File: config.mk
export PLATFORM = sky130hd
export DESIGN_NAME = sdram_init_seq
export DESIGN_NICKNAME = d
export VERILOG_FILES = /design/src/rtl/sdram_init_pkg.sv /design/src/rtl/sdram_init_timer.sv /design/src/rtl/sdram_init_fsm.sv /design/src/rtl/sdram_init_cmd_drv.sv /design/src/rtl/sdram_init_seq.sv
export SDC_FILE = /design/constraint.sdc
export NUM_CORES = 1
export LEC_CHECK = 0
export ABC_AREA = 1
export BUFFER_PORTS_ARGS = -buffer_cell sky130_fd_sc_hd__buf_2
export CAP_MARGIN = 20
export CORE_MARGIN = 10
export CORE_UTILIZATION = 51
export CTS_CLUSTER_DIAMETER = 200
export CTS_CLUSTER_SIZE = 20
export DETAILED_ROUTE_END_ITERATION = 8
export PLACE_DENSITY = 0.75
export SYNTH_ARGS = -nofsm -noshare
export SYNTH_HDL_FRONTEND = slang
export SYNTH_HIERARCHICAL = 1
export SYNTH_SLANG_ARGS = --single-unit
File: constraint.sdc
create_clock -name clk -period 1.5 [get_ports clk]
set_input_delay 0.45 -clock clk [delete_from_list [all_inputs] [get_ports clk]]
set_output_delay 0.45 -clock clk [all_outputs]
set_load 0.01 [all_outputs]
File: src/rtl/sdram_init_pkg.sv
// Package: shared state and command-pin types for the SDRAM init sequencer.
// Assumes the usual SDRAM command truth table on CS#/RAS#/CAS#/WE#.
package sdram_init_pkg;

    typedef enum logic [2:0] {
        ST_PWR  = 3'd0,
        ST_PRE  = 3'd1,
        ST_TRP  = 3'd2,
        ST_REF  = 3'd3,
        ST_TRC  = 3'd4,
        ST_MRS  = 3'd5,
        ST_TMRD = 3'd6,
        ST_DONE = 3'd7
    } init_state_t;

    typedef struct packed {
        logic cs_n;
        logic ras_n;
        logic cas_n;
        logic we_n;
    } sdr_cmd_t;

    localparam sdr_cmd_t CMD_DESEL = sdr_cmd_t'(4'b1111);
    localparam sdr_cmd_t CMD_NOP   = sdr_cmd_t'(4'b0111);
    localparam sdr_cmd_t CMD_PRE   = sdr_cmd_t'(4'b0010);
    localparam sdr_cmd_t CMD_REF   = sdr_cmd_t'(4'b0001);
    localparam sdr_cmd_t CMD_MRS   = sdr_cmd_t'(4'b0000);

endpackage

File: src/rtl/sdram_init_timer.sv
// Module: loadable down-counter used for every wait of the init sequence.
// Reset loads RST_VAL (the power-wait length minus one); a load takes priority
// over counting; the count holds at zero. Assumes load_val fits in CNT_W bits.
module sdram_init_timer #(
    parameter int CNT_W   = 8,
    parameter int RST_VAL = 0
) (
    input  logic             clk,
    input  logic             rst_n,
    input  logic             load,
    input  logic [CNT_W-1:0] load_val,
    output logic             expired
);

    logic [CNT_W-1:0] cnt_q;

    // Counter register: reset value, reload, or count down to zero.
    always_ff @(posedge clk) begin
        if (!rst_n) begin
            cnt_q <= CNT_W'(RST_VAL);
        end else if (load) begin
            cnt_q <= load_val;
        end else if (cnt_q != '0) begin
            cnt_q <= cnt_q - 1'b1;
        end
    end

    // Expiry flag for the sequencing FSM.
    assign expired = (cnt_q == '0);

    AST_TIMER_RELOAD: assert property (@(posedge clk) disable iff (!rst_n)
        load |=> (cnt_q == $past(load_val)));

    AST_TIMER_NO_WRAP: assert property (@(posedge clk) disable iff (!rst_n)
        (!load && cnt_q == '0) |=> (cnt_q == '0));

endmodule

File: src/rtl/sdram_init_fsm.sv
// Module: sequencing FSM for SDRAM power-up. Walks power wait, precharge-all,
// refresh burst and mode load in the order picked by REF_BEFORE_MRS. Each
// command state lasts one cycle and loads the timer with gap-2, so the next
// command comes exactly gap cycles later. Assumes every gap is at least 2.
module sdram_init_fsm
    import sdram_init_pkg::*;
#(
    parameter int CNT_W          = 8,
    parameter int TRP_CYC        = 3,
    parameter int TRC_CYC        = 8,
    parameter int TMRD_CYC       = 2,
    parameter int NUM_REF        = 8,
    parameter bit REF_BEFORE_MRS = 1'b1
) (
    input  logic             clk,
    input  logic             rst_n,
    input  logic             tmr_expired,
    output logic             tmr_load,
    output logic [CNT_W-1:0] tmr_val,
    output init_state_t      state_o
);

    localparam int REF_W = $clog2(NUM_REF + 1);
    localparam logic [CNT_W-1:0] TRP_LD  = CNT_W'(TRP_CYC - 2);
    localparam logic [CNT_W-1:0] TRC_LD  = CNT_W'(TRC_CYC - 2);
    localparam logic [CNT_W-1:0] TMRD_LD = CNT_W'(TMRD_CYC - 2);

    init_state_t after_trp;
    init_state_t after_refs;
    init_state_t after_mrs;

    // Order-dependent successor states, chosen at elaboration.
    generate
        if (REF_BEFORE_MRS) begin : g_ref_first
            assign after_trp  = ST_REF;
            assign after_refs = ST_MRS;
            assign after_mrs  = ST_DONE;
        end else begin : g_mrs_first
            assign after_trp  = ST_MRS;
            assign after_refs = ST_DONE;
            assign after_mrs  = ST_REF;
        end
    endgenerate

    init_state_t      state_q, state_d;
    logic [REF_W-1:0] ref_cnt_q;
    logic             last_ref;

    assign last_ref = (ref_cnt_q == REF_W'(NUM_REF));

    // Next-state and timer-load decode.
    always_comb begin
        state_d  = state_q;
        tmr_load = 1'b0;
        tmr_val  = '0;
        case (state_q)
            ST_PWR:  if (tmr_expired) state_d = ST_PRE;
            ST_PRE:  begin tmr_load = 1'b1; tmr_val = TRP_LD;  state_d = ST_TRP;  end
            ST_TRP:  if (tmr_expired) state_d = after_trp;
            ST_REF:  begin tmr_load = 1'b1; tmr_val = TRC_LD;  state_d = ST_TRC;  end
            ST_TRC:  if (tmr_expired) state_d = last_ref ? after_refs : ST_REF;
            ST_MRS:  begin tmr_load = 1'b1; tmr_val = TMRD_LD; state_d = ST_TMRD; end
            ST_TMRD: if (tmr_expired) state_d = after_mrs;
            ST_DONE: state_d = ST_DONE;
            default: state_d = ST_PWR;
        endcase
    end

    // State register with synchronous restart.
    always_ff @(posedge clk) begin
        if (!rst_n) state_q <= ST_PWR;
        else        state_q <= state_d;
    end

    // Count of refresh commands issued since reset.
    always_ff @(posedge clk) begin
        if (!rst_n)                ref_cnt_q <= '0;
        else if (state_q == ST_REF) ref_cnt_q <= ref_cnt_q + 1'b1;
    end

    assign state_o = state_q;

    AST_REF_CNT_BOUND: assert property (@(posedge clk) disable iff (!rst_n)
        ref_cnt_q <= REF_W'(NUM_REF));

    AST_DONE_AFTER_ALL_REFS: assert property (@(posedge clk) disable iff (!rst_n)
        (state_q == ST_DONE) |-> last_ref);

    AST_REF_NOT_PAST_LIMIT: assert property (@(posedge clk) disable iff (!rst_n)
        (state_q == ST_REF) |-> !last_ref);

endmodule

File: src/rtl/sdram_init_cmd_drv.sv
// Module: turns the sequencer state into SDRAM pin levels. Deselect during the
// power wait, one command per command state, NOP otherwise; DQM stays high
// until the done state. Purely combinational from the state register.
module sdram_init_cmd_drv
    import sdram_init_pkg::*;
#(
    parameter int              ADDR_W      = 12,
    parameter int              PRE_ALL_BIT = 10,
    parameter logic [ADDR_W-1:0] MODE_WORD = '0
) (
    input  logic              clk,
    input  logic              rst_n,
    input  init_state_t       state_i,
    output sdr_cmd_t          cmd_o,
    output logic [ADDR_W-1:0] addr_o,
    output logic              dqm_o,
    output logic              done_o
);

    // Pin decode per state.
    always_comb begin
        cmd_o  = CMD_NOP;
        addr_o = '0;
        dqm_o  = 1'b1;
        done_o = 1'b0;
        case (state_i)
            ST_PWR:  cmd_o = CMD_DESEL;
            ST_PRE:  begin cmd_o = CMD_PRE; addr_o[PRE_ALL_BIT] = 1'b1; end
            ST_REF:  cmd_o = CMD_REF;
            ST_MRS:  begin cmd_o = CMD_MRS; addr_o = MODE_WORD; end
            ST_DONE: begin dqm_o = 1'b0; done_o = 1'b1; end
            default: cmd_o = CMD_NOP;
        endcase
    end

    logic is_cmd;
    assign is_cmd = !cmd_o.cs_n && !(cmd_o.ras_n && cmd_o.cas_n && cmd_o.we_n);

    AST_CMD_THEN_NOP: assert property (@(posedge clk) disable iff (!rst_n)
        is_cmd |=> (cmd_o == CMD_NOP));

    AST_PRE_SETS_A10: assert property (@(posedge clk) disable iff (!rst_n)
        (cmd_o == CMD_PRE) |-> (addr_o[PRE_ALL_BIT] && $countones(addr_o) == 1));

endmodule

File: src/rtl/sdram_init_seq.sv
// Module: top of the SDRAM power-up initialization sequencer. Ties together
// the wait timer, the sequencing FSM and the pin driver. Clock enable is held
// high throughout. Assumes TRP_CYC, TRC_CYC and TMRD_CYC are at least 2 and
// that PWR_WAIT_CYC is at least 1.
module sdram_init_seq
    import sdram_init_pkg::*;
#(
    parameter int              ADDR_W         = 12,
    parameter int              PRE_ALL_BIT    = 10,
    parameter int              PWR_WAIT_CYC   = 25000,
    parameter int              TRP_CYC        = 3,
    parameter int              TRC_CYC        = 9,
    parameter int              TMRD_CYC       = 2,
    parameter int              NUM_REF        = 8,
    parameter bit              REF_BEFORE_MRS = 1'b1,
    parameter logic [ADDR_W-1:0] MODE_WORD    = 12'h022
) (
    input  logic              clk,
    input  logic              rst_n,
    output logic              sd_cs_n,
    output logic              sd_ras_n,
    output logic              sd_cas_n,
    output logic              sd_we_n,
    output logic              sd_cke,
    output logic              sd_dqm,
    output logic [ADDR_W-1:0] sd_addr,
    output logic              init_done
);

    localparam int GAP_MAX_A = (TRP_CYC > TRC_CYC) ? TRP_CYC : TRC_CYC;
    localparam int GAP_MAX   = (GAP_MAX_A > TMRD_CYC) ? GAP_MAX_A : TMRD_CYC;
    localparam int WAIT_MAX  = (PWR_WAIT_CYC > GAP_MAX) ? PWR_WAIT_CYC : GAP_MAX;
    localparam int CNT_W     = $clog2(WAIT_MAX + 1);

    logic             tmr_load;
    logic [CNT_W-1:0] tmr_val;
    logic             tmr_expired;
    init_state_t      state;
    sdr_cmd_t         cmd;

    sdram_init_timer #(
        .CNT_W   (CNT_W),
        .RST_VAL (PWR_WAIT_CYC - 1)
    ) timer_i (
        .clk      (clk),
        .rst_n    (rst_n),
        .load     (tmr_load),
        .load_val (tmr_val),
        .expired  (tmr_expired)
    );

    sdram_init_fsm #(
        .CNT_W          (CNT_W),
        .TRP_CYC        (TRP_CYC),
        .TRC_CYC        (TRC_CYC),
        .TMRD_CYC       (TMRD_CYC),
        .NUM_REF        (NUM_REF),
        .REF_BEFORE_MRS (REF_BEFORE_MRS)
    ) fsm_i (
        .clk         (clk),
        .rst_n       (rst_n),
        .tmr_expired (tmr_expired),
        .tmr_load    (tmr_load),
        .tmr_val     (tmr_val),
        .state_o     (state)
    );

    sdram_init_cmd_drv #(
        .ADDR_W      (ADDR_W),
        .PRE_ALL_BIT (PRE_ALL_BIT),
        .MODE_WORD   (MODE_WORD)
    ) drv_i (
        .clk     (clk),
        .rst_n   (rst_n),
        .state_i (state),
        .cmd_o   (cmd),
        .addr_o  (sd_addr),
        .dqm_o   (sd_dqm),
        .done_o  (init_done)
    );

    // Pin mapping; clock enable never drops.
    assign sd_cs_n  = cmd.cs_n;
    assign sd_ras_n = cmd.ras_n;
    assign sd_cas_n = cmd.cas_n;
    assign sd_we_n  = cmd.we_n;
    assign sd_cke   = 1'b1;

    AST_DONE_STICKY: assert property (@(posedge clk) disable iff (!rst_n)
        init_done |=> init_done);

    AST_DONE_IDLE_PINS: assert property (@(posedge clk) disable iff (!rst_n)
        init_done |-> (!sd_cs_n && sd_ras_n && sd_cas_n && sd_we_n && !sd_dqm));

    AST_PWR_WAIT_DESELECT: assert property (@(posedge clk) disable iff (!rst_n)
        (state == ST_PWR) |-> (sd_cs_n && sd_dqm && !init_done));

    AST_MRS_GAP_NOP: assert property (@(posedge clk) disable iff (!rst_n)
        (state == ST_MRS) |=> (!sd_cs_n && sd_ras_n && sd_cas_n && sd_we_n));

endmodule

-- After elaboration in Yosys (flattened, before gate mapping)
Index checks and enable logic that the tools add are counted.
- register bits: 22
- input bits: 2
- output and inout port bits: 19
- word-level logic and storage cells: 38
- add/subtract/negate cells: 2
- equal/unequal tests: 12
- mux-type cells: 15
- reduce and logical (&&, ||, !) cells: 6
- operators by type and width (cell ; number):
    15-bit 2-to-1 mux ; 2
    3-bit one-hot mux with 8 select lines ; 1
    4-bit one-hot mux with 4 select lines ; 1
    15-bit logical NOT ; 1
    3-bit 2-to-1 mux ; 5
    15-bit nonzero test ; 1
    15-bit by 1-bit subtractor with 15-bit output, second input constant ; 1
    3-bit == test, second input constant ; 4
    3-bit by 2-bit == test with 1-bit output, second input constant ; 2
    6-bit 2-to-1 mux ; 1
    2-bit by 1-bit inequality test with 1-bit output, second input constant ; 3
    3-bit one-hot mux with 2 select lines ; 1
    4-bit by 1-bit adder with 4-bit output, second input constant ; 1
    4-bit == test, second input constant ; 1
    1-bit 2-to-1 mux ; 4
    4-bit AND reduction ; 1
    3-bit by 1-bit == test with 1-bit output, second input constant ; 1
    3-bit logical NOT ; 1
    3-bit OR reduction ; 1
    2-bit inequality test, second input constant ; 1
    2-bit nonzero test ; 1

-- Logic depth before layout (Yosys ltp)
- depth after elaboration: 4
- depth in mapped cells: 11
- depth with buffers taken out: 11

-- By module
The synthesis kept the hierarchy.
- modules (own cells, without submodules) (module ; instances ; cells each ; area each (µm²) ; seq. area each (µm²)):
    sdram_init_timer ; 1 ; 136 ; 920.9 ; 300.3
    sdram_init_fsm ; 1 ; 75 ; 488.0 ; 140.1
    sdram_init_cmd_drv ; 1 ; 24 ; 137.6 ; 0.0
    sdram_init_seq ; 1 ; 2 ; 11.3 ; 0.0

-- Worst setup path after synthesis
Ideal clock, no wire load.
- path kind: reg-to-reg
- start: register timer_i.cnt_q[0]
- end: register fsm_i.state_q[1], in the netlist fsm_i/state_o[1]
- library setup time: 0.109 ns
- data arrival time: 1.443 ns
- required time: 1.391 ns
- path slack: -0.051 ns
- stages on the path, launching flop included: 12
- buffers on the path: 0
- clock period less this slack: 1.551 ns
- cell sequence: dfxtp_1 > inv_1 > ha_1 > nand2_2 > nor2_8 > nand3_4 > clkinv_2 > nor2_1 > inv_1 > o21a_1 > nand2_1 > inv_1
- cells in the longest elaborated chain, start to end: 3
- elaborated cells on any way between the ends: 6
- those cells by class: 4 x eq/ne; 2 x reduce/logical
- RTL lines (element ; line ; source):
    start, declared ; sdram_init_timer.sv:15 ; logic [CNT_W-1:0] cnt_q;
    start signal, assigned ; sdram_init_timer.sv:20 ; cnt_q <= CNT_W'(RST_VAL);
    start signal, assigned ; sdram_init_timer.sv:22 ; cnt_q <= load_val;
    start signal, assigned ; sdram_init_timer.sv:24 ; cnt_q <= cnt_q - 1'b1;
    15-bit logical NOT (*) ; sdram_init_timer.sv:29 ; assign expired = (cnt_q == '0);
    named net tmr_expired ; sdram_init_seq.sv:37 ; logic tmr_expired;
    2-bit inequality test (no source line) or 2-bit by 1-bit inequality test with 1-bit output (tied branches) ; n/a ;
    4-bit AND reduction (no source line) (*) ; n/a ;
    end signal, assigned ; sdram_init_fsm.sv:72 ; else state_q <= state_d;
    end, declared ; sdram_init_fsm.sv:45 ; init_state_t state_q, state_d;
The timed path passes the listed nets; every way through them passes the cells marked *.
A chain may end at the register's enable or synchronous reset.

-- Worst setup path after layout
- start: register fsm_i.state_q[1], in the netlist fsm_i/state_o[1]
- end: output port sd_cas_n
- cells in the longest elaborated chain, start to end: 2
- elaborated cells on any way between the ends: 5
- those cells by class: 3 x eq/ne; 1 x mux; 1 x reduce/logical
- RTL lines (element ; line ; source):
    3-bit == test, or another cell as far along ; sdram_init_cmd_drv.sv:26 ; case (state_i)
    4-bit one-hot mux with 4 select lines (*) ; sdram_init_cmd_drv.sv:26 ;
    end, declared ; sdram_init_seq.sv:22 ; output logic sd_cas_n,
Mark *: on every way between the ends. The rest lies on a longest branch, timed or not.

==> out/metrics.yaml <==
num_vias: 1382
final_common_cell: "nand2_1"
path_class: "flop to output port"
cpMaxStageDelayCell: "dfxtp_4"
layout_setup_ws_ps: -17.0
status: "complete, but fails checks"
n_antenna_cell: 0
dp_slack_ps: -65.1
ys_ff_latch: 22
synth_top_cell_by_area: "dfxtp_1"
worstHoldEndpoint: "timer_i/cnt_q[2]"
finalHoldViolations: 0
cts.hold.buffers_added: 0
die_height_um: 75.3
peakVddDrop_uv: 404
track_usage: 0.113
tritoncts: "built"
cts_buffer_depth: 2
drc_errors: 0
grt_overflow: 0
min_path_type: "primary input to flop"
cp.required_ps: 1050
antenna_found_initial: 0
io_pins: 21
port_buffers: 10
synth_flop_cell: "dfxtp_1"
critPathMaxStageDelay_ps: 380
dp_hpwl_um: 2410
worst_path_most_repeated_cell: "nand2_1"
antenna_left: 0
switching_share: 0.253
syn_area_per_cell_um2: 6.57
p_leak_nw: 0.861
hold_path.startpoint: "rst_n"
crit_start: "fsm_i/state_o[1]"
powerDensity_mw_per_mm2: 551
numCtsBuffers: 3
slew_violations: 0
r2r_end: "fsm_i/state_o[1]"
grt_pass1_wl_um: 5040
design.die.area_mm2: 0.00566
core_area_mm2: 0.00283
grt_pass1_vias: 1197
path_clk_slew_ps: 120
clk-insertion-delay-late_ps: 310
synth_area_leaders: "dfxtp_1, buf_4, nand2_1, nor2_1, inv_1"
clock_sinks: 22
path_cells: "inv_2 -> nand2_4 -> nand2_1 -> nand2_1 -> buf_2"
vias_per_cell: 4.80
ys_types: 28
final_cell_mix: "nand2_1, nor2_1, inv_1"
rsz0062_at_grt: "true"
fill_cells: 283
routabilityCongestion: 0.771
hold_ws_ps: 463
wl_met2_um: 1390
wl_met1_um: 1420
cap_viol_max_count: 0
r2r_cells: 11
fin_skew_ps: 6.42
synth-warning-count: 6
syn_inst: 237
p_switching_mw: 0.240
synth_top_area_frac: 0.283
ff2ff_setup_slack_ps: 80
grt_max_degree: 15
p_clk_frac: 0.288
area_growth_pct: 10.4
htreeDepth: 1
failed_checks: "negative setup slack"
start_util: 0.551
crit_arrival_ps: 1070
nets: 264
root_buffer: "clkbuf_4"
crit_fanout: 5
clock.fmax_mhz: 659
wl_per_cell_um: 10.8
yosysSeqAreaShare: 0.283
met3WireLength_um: 248
critPathCaptureType: "output port"
start_kind: "flop"
drive_gt1_frac: 0.237
min_period_ps: 1520
worstHoldPathCells: 3
die_w_um: 75.3
drt-total-wl_um: 3100
p_comb_frac: 0.085
first_iter_violations: 100
timing.final.crit_share: 1.01
synth-async-reset-ratio: 0
setup_viol: 4
r2r_start: "timer_i/cnt_q[0]"
firstDrtPassIters: 4
p_int_mw: 0.709
highest_layer: "met4"
synth_edf_count: 0
power_frac_seq: 0.627
netlist_area_mm2: 0.00156
fp-row-count: 19
how the worst max path moves through the flow:
stage | endpoint | slack, ps | cells past startpoint
6_report | sd_cas_n | -20 | 5
5_1_grt | sd_cas_n | -80 | 5
4_1_cts | sd_cas_n | -10 | 5
3_5_place_dp | fsm_i/state_o[1] | -70 | 11
3_3_place_gp | fsm_i/state_o[1] | 20 | 11
2_1_floorplan | fsm_i/state_o[1] | 4 | 11
layout make-up:
type / instances / area (um^2) / share of cell area
multi-input cells: 177 / 922 / 0.536
flip-flops and latches: 22 / 454 / 0.264
repair buffers: 25 / 169 / 0.0982
inverters: 30 / 114 / 0.0662
well taps: 31 / 38.8 / 0.0225
clock buffers: 3 / 22.5 / 0.0131
cell families (layout without fill, tap and decap cells):
kind of cell | count (synthesis) | in the layout | share of synthesized area
simple gates | 118 | 118 | 0.357
buf+inv | 57 | 58 | 0.198
compound gates | 28 | 28 | 0.0964
flops | 22 | 22 | 0.283
xor+xnor | 6 | 6 | 0.0337
fa+ha+maj | 3 | 3 | 0.0241
other cells | 3 | 22 | 0.00723
cells in the mapped netlist, types with 2 or more instances:
library cell,instances
a21oi_1,14
buf_4,25
clkbuf_1,2
conb_1,3
dfxtp_1,22
ha_1,3
inv_1,27
inv_2,2
nand2_1,49
nand2_2,6
nand3_1,14
nand4_1,3
nor2_1,32
nor2_2,5
nor3_1,3
o211ai_1,3
o21ai_0,8
o21ai_1,2
xnor2_1,2
xor2_1,4
worst max-delay path, delay by kind of cell, from the launching register on:
family	cells	cell delay, ps
flip-flops	1	380
buffers and inverters	2	210
AND/OR/NAND/NOR	3	160
what timing repair did:
| action | CTS | global route |
|---|---|---|
| endpoints found under the setup margin | 10 | 16 |
| buffers inserted | 1 | 0 |
| pin swaps | 2 | 3 |
| gates resized for setup | 11 | 10 |
metrics by stage:
step / util / setup TNS (ps) / power [mW] / cell area, um^2 / std cells
3_5_place_dp: 0.576 / -65.1 / 0.681 / 1630 / 284
2_1_floorplan: - / 0 / 0.702 / 1630 / 256
4_1_cts: 0.594 / -40.0 / 0.956 / 1680 / 288
3_3_place_gp: 0.576 / 0 / 0.680 / 1630 / 284
5_1_grt: 0.608 / -513 / 0.993 / 1720 / 288
6_report: 0.608 / -39.7 / 0.948 / 1720 / 288
power by group through the flow:
stage          Clock [mW]  Sequential [mW]  Combinational, mW
6_report            0.274            0.594             0.0804
5_1_grt             0.303            0.596             0.0939
4_1_cts             0.289            0.595             0.0714
3_5_place_dp            0            0.611             0.0701
3_3_place_gp            0            0.610             0.0698
2_1_floorplan           0            0.610             0.0926
metal layers:
metal,up-vias,global-route usage
li1,741,-
met1,602,0.133
met2,35,0.188
met3,4,0.0263
met4,0,0.0598
met5,-,0
sequential cells by signal, summed over array words and instances, names as in the netlist:
register,cells
fsm_i/ref_cnt_q,4
timer_i/cnt_q,15
fsm_i/state_o,3
No activity file was read; power rests on OpenSTA's default activity.
